## src/rtl/rt_stat_pkg.sv

```systemverilog
package rt_stat_pkg;
  localparam int RT_ADDR_W = 5;
  localparam int SW_W      = 16;

  typedef struct packed {
    logic srq;
    logic dbca;
    logic tflag;
    logic busy;
    logic ssf;
    logic illegal;
  } host_bits_t;

  function automatic logic [SW_W-1:0] build_word(
      input logic [RT_ADDR_W-1:0] addr,
      input host_bits_t           h,
      input logic                 bcr);
    logic [SW_W-1:0] w;
    w        = '0;
    w[15:11] = addr;
    w[10]    = h.illegal;
    w[8]     = h.srq;
    w[4]     = bcr;
    w[3]     = h.busy;
    w[2]     = h.ssf;
    w[1]     = h.dbca;
    w[0]     = h.tflag;
    return w;
  endfunction
endpackage

```

## src/rtl/rt_addr_chk.sv

```systemverilog
module rt_addr_chk #(
  parameter int AW = 5
) (
  input  logic          clk,
  input  logic          rst_n,
  input  logic [AW-1:0] addr,
  input  logic          par,
  output logic          fault_q
);
  logic odd_ok;
  assign odd_ok = ^{addr, par};

  always_ff @(posedge clk or negedge rst_n) begin
    if (!rst_n) fault_q <= 1'b1;
    else        fault_q <= ~odd_ok;
  end
endmodule

```

## src/rtl/rt_stat_capture.sv

```systemverilog
module rt_stat_capture
  import rt_stat_pkg::*;
(
  input  logic                 clk,
  input  logic                 rst_n,
  input  logic                 fire,
  input  logic                 fault,
  input  logic                 bcast,
  input  host_bits_t           host,
  input  logic [RT_ADDR_W-1:0] addr,
  input  logic                 stat_ready,
  output logic                 stat_valid,
  output logic [SW_W-1:0]      stat_word,
  output logic                 data_en
);
  logic bcr_q;
  logic respond;
  logic legal_xfer;

  assign respond    = fire && !fault && !bcast;
  assign legal_xfer = !fault && !host.illegal && !host.busy;

  always_ff @(posedge clk or negedge rst_n) begin
    if (!rst_n) begin
      stat_valid <= 1'b0;
      stat_word  <= '0;
      data_en    <= 1'b0;
      bcr_q      <= 1'b0;
    end else begin
      if (fire) data_en <= legal_xfer;

      if (respond) begin
        stat_valid <= 1'b1;
        stat_word  <= build_word(addr, host, bcr_q);
        bcr_q      <= 1'b0;
      end else begin
        if (fire && !fault && bcast) bcr_q <= 1'b1;
        if (stat_valid && stat_ready) stat_valid <= 1'b0;
      end
    end
  end
endmodule

```

## src/rtl/rt_err_flags.sv

```systemverilog
module rt_err_flags #(
  parameter int N_ERR = 4
) (
  input  logic             clk,
  input  logic             rst_n,
  input  logic [N_ERR-1:0] err_stb,
  input  logic             fire,
  output logic             err_q
);
  always_ff @(posedge clk or negedge rst_n) begin
    if (!rst_n)         err_q <= 1'b0;
    else if (|err_stb)  err_q <= 1'b1;
    else if (fire)      err_q <= 1'b0;
  end
endmodule

```

## src/rtl/rt_status_unit.sv

```systemverilog
module rt_status_unit
  import rt_stat_pkg::*;
#(
  parameter int N_ERR = 4
) (
  input  logic                 clk,
  input  logic                 rst_n,
  input  logic [RT_ADDR_W-1:0] rt_addr,
  input  logic                 rt_addr_par,
  input  logic                 host_srq,
  input  logic                 host_dbca,
  input  logic                 host_tflag,
  input  logic                 host_busy,
  input  logic                 host_ssf,
  input  logic                 host_illegal,
  input  logic                 cmd_valid,
  output logic                 cmd_ready,
  input  logic                 cmd_bcast,
  input  logic [N_ERR-1:0]     dec_err,
  output logic                 stat_valid,
  input  logic                 stat_ready,
  output logic [SW_W-1:0]      stat_word,
  output logic                 data_en,
  output logic                 addr_err_n,
  output logic                 msg_err_n
);
  logic       fault_q;
  logic       fire;
  logic       err_q;
  host_bits_t host;

  assign host = '{srq: host_srq, dbca: host_dbca, tflag: host_tflag,
                  busy: host_busy, ssf: host_ssf, illegal: host_illegal};

  assign cmd_ready = !stat_valid;
  assign fire      = cmd_valid && cmd_ready;

  rt_addr_chk #(.AW(RT_ADDR_W)) u_addr (
    .clk     (clk),
    .rst_n   (rst_n),
    .addr    (rt_addr),
    .par     (rt_addr_par),
    .fault_q (fault_q)
  );

  rt_stat_capture u_cap (
    .clk        (clk),
    .rst_n      (rst_n),
    .fire       (fire),
    .fault      (fault_q),
    .bcast      (cmd_bcast),
    .host       (host),
    .addr       (rt_addr),
    .stat_ready (stat_ready),
    .stat_valid (stat_valid),
    .stat_word  (stat_word),
    .data_en    (data_en)
  );

  rt_err_flags #(.N_ERR(N_ERR)) u_err (
    .clk     (clk),
    .rst_n   (rst_n),
    .err_stb (dec_err),
    .fire    (fire),
    .err_q   (err_q)
  );

  assign addr_err_n = !fault_q;
  assign msg_err_n  = !err_q;
endmodule

```

## config.mk

```make
export PLATFORM = sky130hd
export DESIGN_NAME = rt_status_unit
export DESIGN_NICKNAME = d
export VERILOG_FILES = /design/src/rtl/rt_stat_pkg.sv /design/src/rtl/rt_addr_chk.sv /design/src/rtl/rt_stat_capture.sv /design/src/rtl/rt_err_flags.sv /design/src/rtl/rt_status_unit.sv
export SDC_FILE = /design/constraint.sdc
export NUM_CORES = 1
export LEC_CHECK = 0
export CORE_MARGIN = 5
export CORE_UTILIZATION = 39
export CTS_BUF_LIST = sky130_fd_sc_hd__clkbuf_8
export DETAILED_ROUTE_END_ITERATION = 8
export GPL_TIMING_DRIVEN = 0
export PLACE_DENSITY = 0.81
export SYNTH_ARGS = -nofsm -noshare
export SYNTH_HDL_FRONTEND = slang
export SYNTH_SLANG_ARGS = --single-unit
```

## constraint.sdc

```tcl
create_clock -name clk -period 1.9 [get_ports clk]
set_input_delay 0.57 -clock clk [delete_from_list [all_inputs] [get_ports clk]]
set_output_delay 0.57 -clock clk [all_outputs]
set_load 0.01 [all_outputs]
```

==> impl_metrics.yaml <==
finish:
  antenna_cells: 0
  drive_gt1_share_pct: 29.2
  nNetsFinal: 118
  layout_commonest_cell: "clkdlybuf4s50_1"
  areaGrowthSynthToFinish_pct: 62.5
  finalNonFillerCells: 121
  layout_common_cells: "clkdlybuf4s50_1, dfrtp_1, mux2_2"
  final_core_util_pct: 68.6
global_route:
  first_global_vias: 571
  grt.total_usage_pct: 11.6
  grt_start_max_net_pins: 18
  grt_pass1_wl_mm: 2.45
  gr-total-overflow: 0
  antenna_found_initial: 0
clock_tree:
  clock_latency_ns: 0.24
  ctsHoldBuffers: 0
  cts_buffers: 3
  clk_pin_slew_ns: 0.07
  htreeDepth: 1
  cts_sinks: 17
  clk_path_buf_depth: 2
  cts-root-buf: "clkbuf_8"
  cts_tree: "done"
setup_path:
  end_kind: "output pin"
  max_stage_delay_ns: 0.53
  start_kind: "flop"
  slowest_stage: "dfstp_2"
  cp_data_required_time_ns: 1.33
  crit_family: "flip-flops"
  worstPathCellList: "inv_1 > clkdlybuf4s50_1"
  critPathBufInv: 2
  worstSetupPathType: "reg2out"
  critPathArrivalTime_ns: 1.27
  r2r_slack_ns: 0.34
  worst-path-max-fanout: 2
floorplan:
  start_util_pct: 42.2
  die_area_um2: 2910
  core_um2: 1780
  rows: 15
  pin_count: 42
  fp.dieW_um: 53.9
  die_y_um: 53.9
drt:
  routedWlPerCell_um: 12.6
  final_antenna_net_count: 0
  vias: 541
  drc: 0
  drt_pass1_iterations: 2
  via_per_inst: 4.47
  drtIter0Drc: 4
  drt-total-wl_mm: 1.52
power_and_ir_drop:
  comb_power_share_pct: 43.2
  p_switching_uw: 410
  ir_drop_mv: 0.864
  switching_share_pct: 27.1
  pwr-share-clk_pct: 17.1
  p_int_uw: 1100
  seqPwrFrac_pct: 39.7
  p_leak_uw: 0.000529
  power_density_nw_per_um2: 1240
synthesis:
  syn_area_per_cell_um2: 14.8
  synthesis.instances: 51
  synth_warnings: 0
  synthDominantCellAreaShare_pct: 53.2
  yosysUniqueCellTypes: 17
  synthTopCellsByArea: "dfrtp_1, mux2_2, buf_4"
  yosysTopAreaCell: "dfrtp_1"
  ys_seq_area_share_pct: 56.6
  netlist_area_um2: 753
  ys_ff_latch: 17
placed_design:
  dpl.hpwl_mm: 1.26
  place_inst: 116
  gp_congestion: 0.636
  io_buffers: 37
sta:
  layout_min_cycle_time_ns: 1.84
  fmaxAchievable_mhz: 544
  skew_ns: 0.00263
  worst_slew_pin_slew_ns: 0.746
  setup_viol: 0
  rsz0062_at_grt: "false"
  hold_viol: 0
  relSlewSlack_pct: 50.1
  fin_crit_sh_pct: 96.8
  slew_viol_final: 0
  timing.hold.ws_ns: 0.505
outcome:
  status: "finished, final reports clean"
job:
  maxCapViolCount: 0
worst_hold_path:
  hold_class: "reg2reg"
[final timing paths]
kind | from | to | cells after the start
min in group asynchronous | rst_n | u_cap.stat_word[3] | 1
hold reg to reg | u_cap.bcr_q | u_cap.stat_word[4] | 1
max in group asynchronous | rst_n | u_cap.stat_valid | 1
hold / removal | u_cap.bcr_q | u_cap.stat_word[4] | 1
setup / recovery | u_addr.fault_q | addr_err_n | 2
setup reg to reg | u_addr.fault_q | u_cap.stat_word[13] | 4
[per-stage QoR]
| step | cell area [µm²] | power [µW] | worst slack, ns | TNS (ns) |
|---|---|---|---|---|
| 3_5_place_dp | 1170 | 1260 | -0.225 | -2.11 |
| 6_report | 1220 | 1510 | 0.0602 | 0 |
| 2_1_floorplan | 764 | 874 | 0.350 | 0 |
| 4_1_cts | 1220 | 1540 | 0.0100 | 0 |
| 3_3_place_gp | 1170 | 1250 | -0.234 | -2.27 |
| 5_1_grt | 1220 | 1620 | 0.0170 | 0 |
[cell usage after synthesis]
| cell type | instances |
|---|---|
| xor2_1 | 1 |
| nor3b_1 | 1 |
| dfrtp_1 | 16 |
| nor3_1 | 1 |
| nor4b_4 | 1 |
| xnor2_1 | 2 |
| nor4_1 | 1 |
| and2b_2 | 1 |
| o21bai_1 | 1 |
| mux2_2 | 14 |
| conb_1 | 1 |
| buf_4 | 4 |
| buf_6 | 1 |
| inv_1 | 3 |
| dfstp_2 | 1 |
| o21ai_0 | 1 |
| xnor3_1 | 1 |
[state kept, by name (all words and copies together) (netlist names)]
register / cells
u_cap.stat_word: 12
u_addr.fault_q: 1
u_cap.bcr_q: 1
u_cap.data_en: 1
u_cap.stat_valid: 1
u_err.err_q: 1
[final cells by class]
type | instances | area, µm²
fill | 141 | 559
multi-input combinational | 29 | 285
clock inverter | 1 | 5.00
clock buffer | 3 | 41.3
timing repair buffer | 38 | 380
buffer | 5 | 41.3
sequential | 17 | 428
tap | 25 | 31.3
inverter | 3 | 11.3
[power groups by stage]
stage / Combinational, µW / Sequential (µW) / Clock [µW]
final: 654 / 600 / 259
after global routing: 705 / 626 / 288
after CTS: 665 / 603 / 272
after detailed placement: 647 / 617 / 0
after global placement: 639 / 608 / 0
after floorplan: 199 / 675 / 0
[cells by family (layout without fill, tap and decap cells)]
logic type | count (synthesis) | count (layout) | synth area share (%)
AO/OA/AOI/OAI | 2 | 2 | 1.66
XOR/XNOR | 4 | 4 | 6.48
buffers and inverters | 8 | 50 | 6.98
flip-flops | 17 | 17 | 56.6
multiplexers | 14 | 14 | 20.9
other | 1 | 4 | 0.498
AND/OR/NAND/NOR | 5 | 5 | 6.81
[metal layers]
metal,track usage (%),vias to the layer above,wire length [µm]
met5,0,-,0
met4,1.28,0,0
met3,3.88,0,180
met2,20.8,27,722
met1,13.7,257,620
li1,-,257,-
[worst reg2reg max path: stages, from the launching register on]
cell     delay (ns)
dfstp_2        0.37
buf_4          0.14
nor4b_4        0.39
buf_6          0.21
mux2_2         0.34
[timing repair]
action	4_1_cts	5_1_grt
setup buffers	1	0
resized for setup	1	1
pin swaps	0	1
setup endpoints to repair	2	6
(Power assumes the default switching activity.)
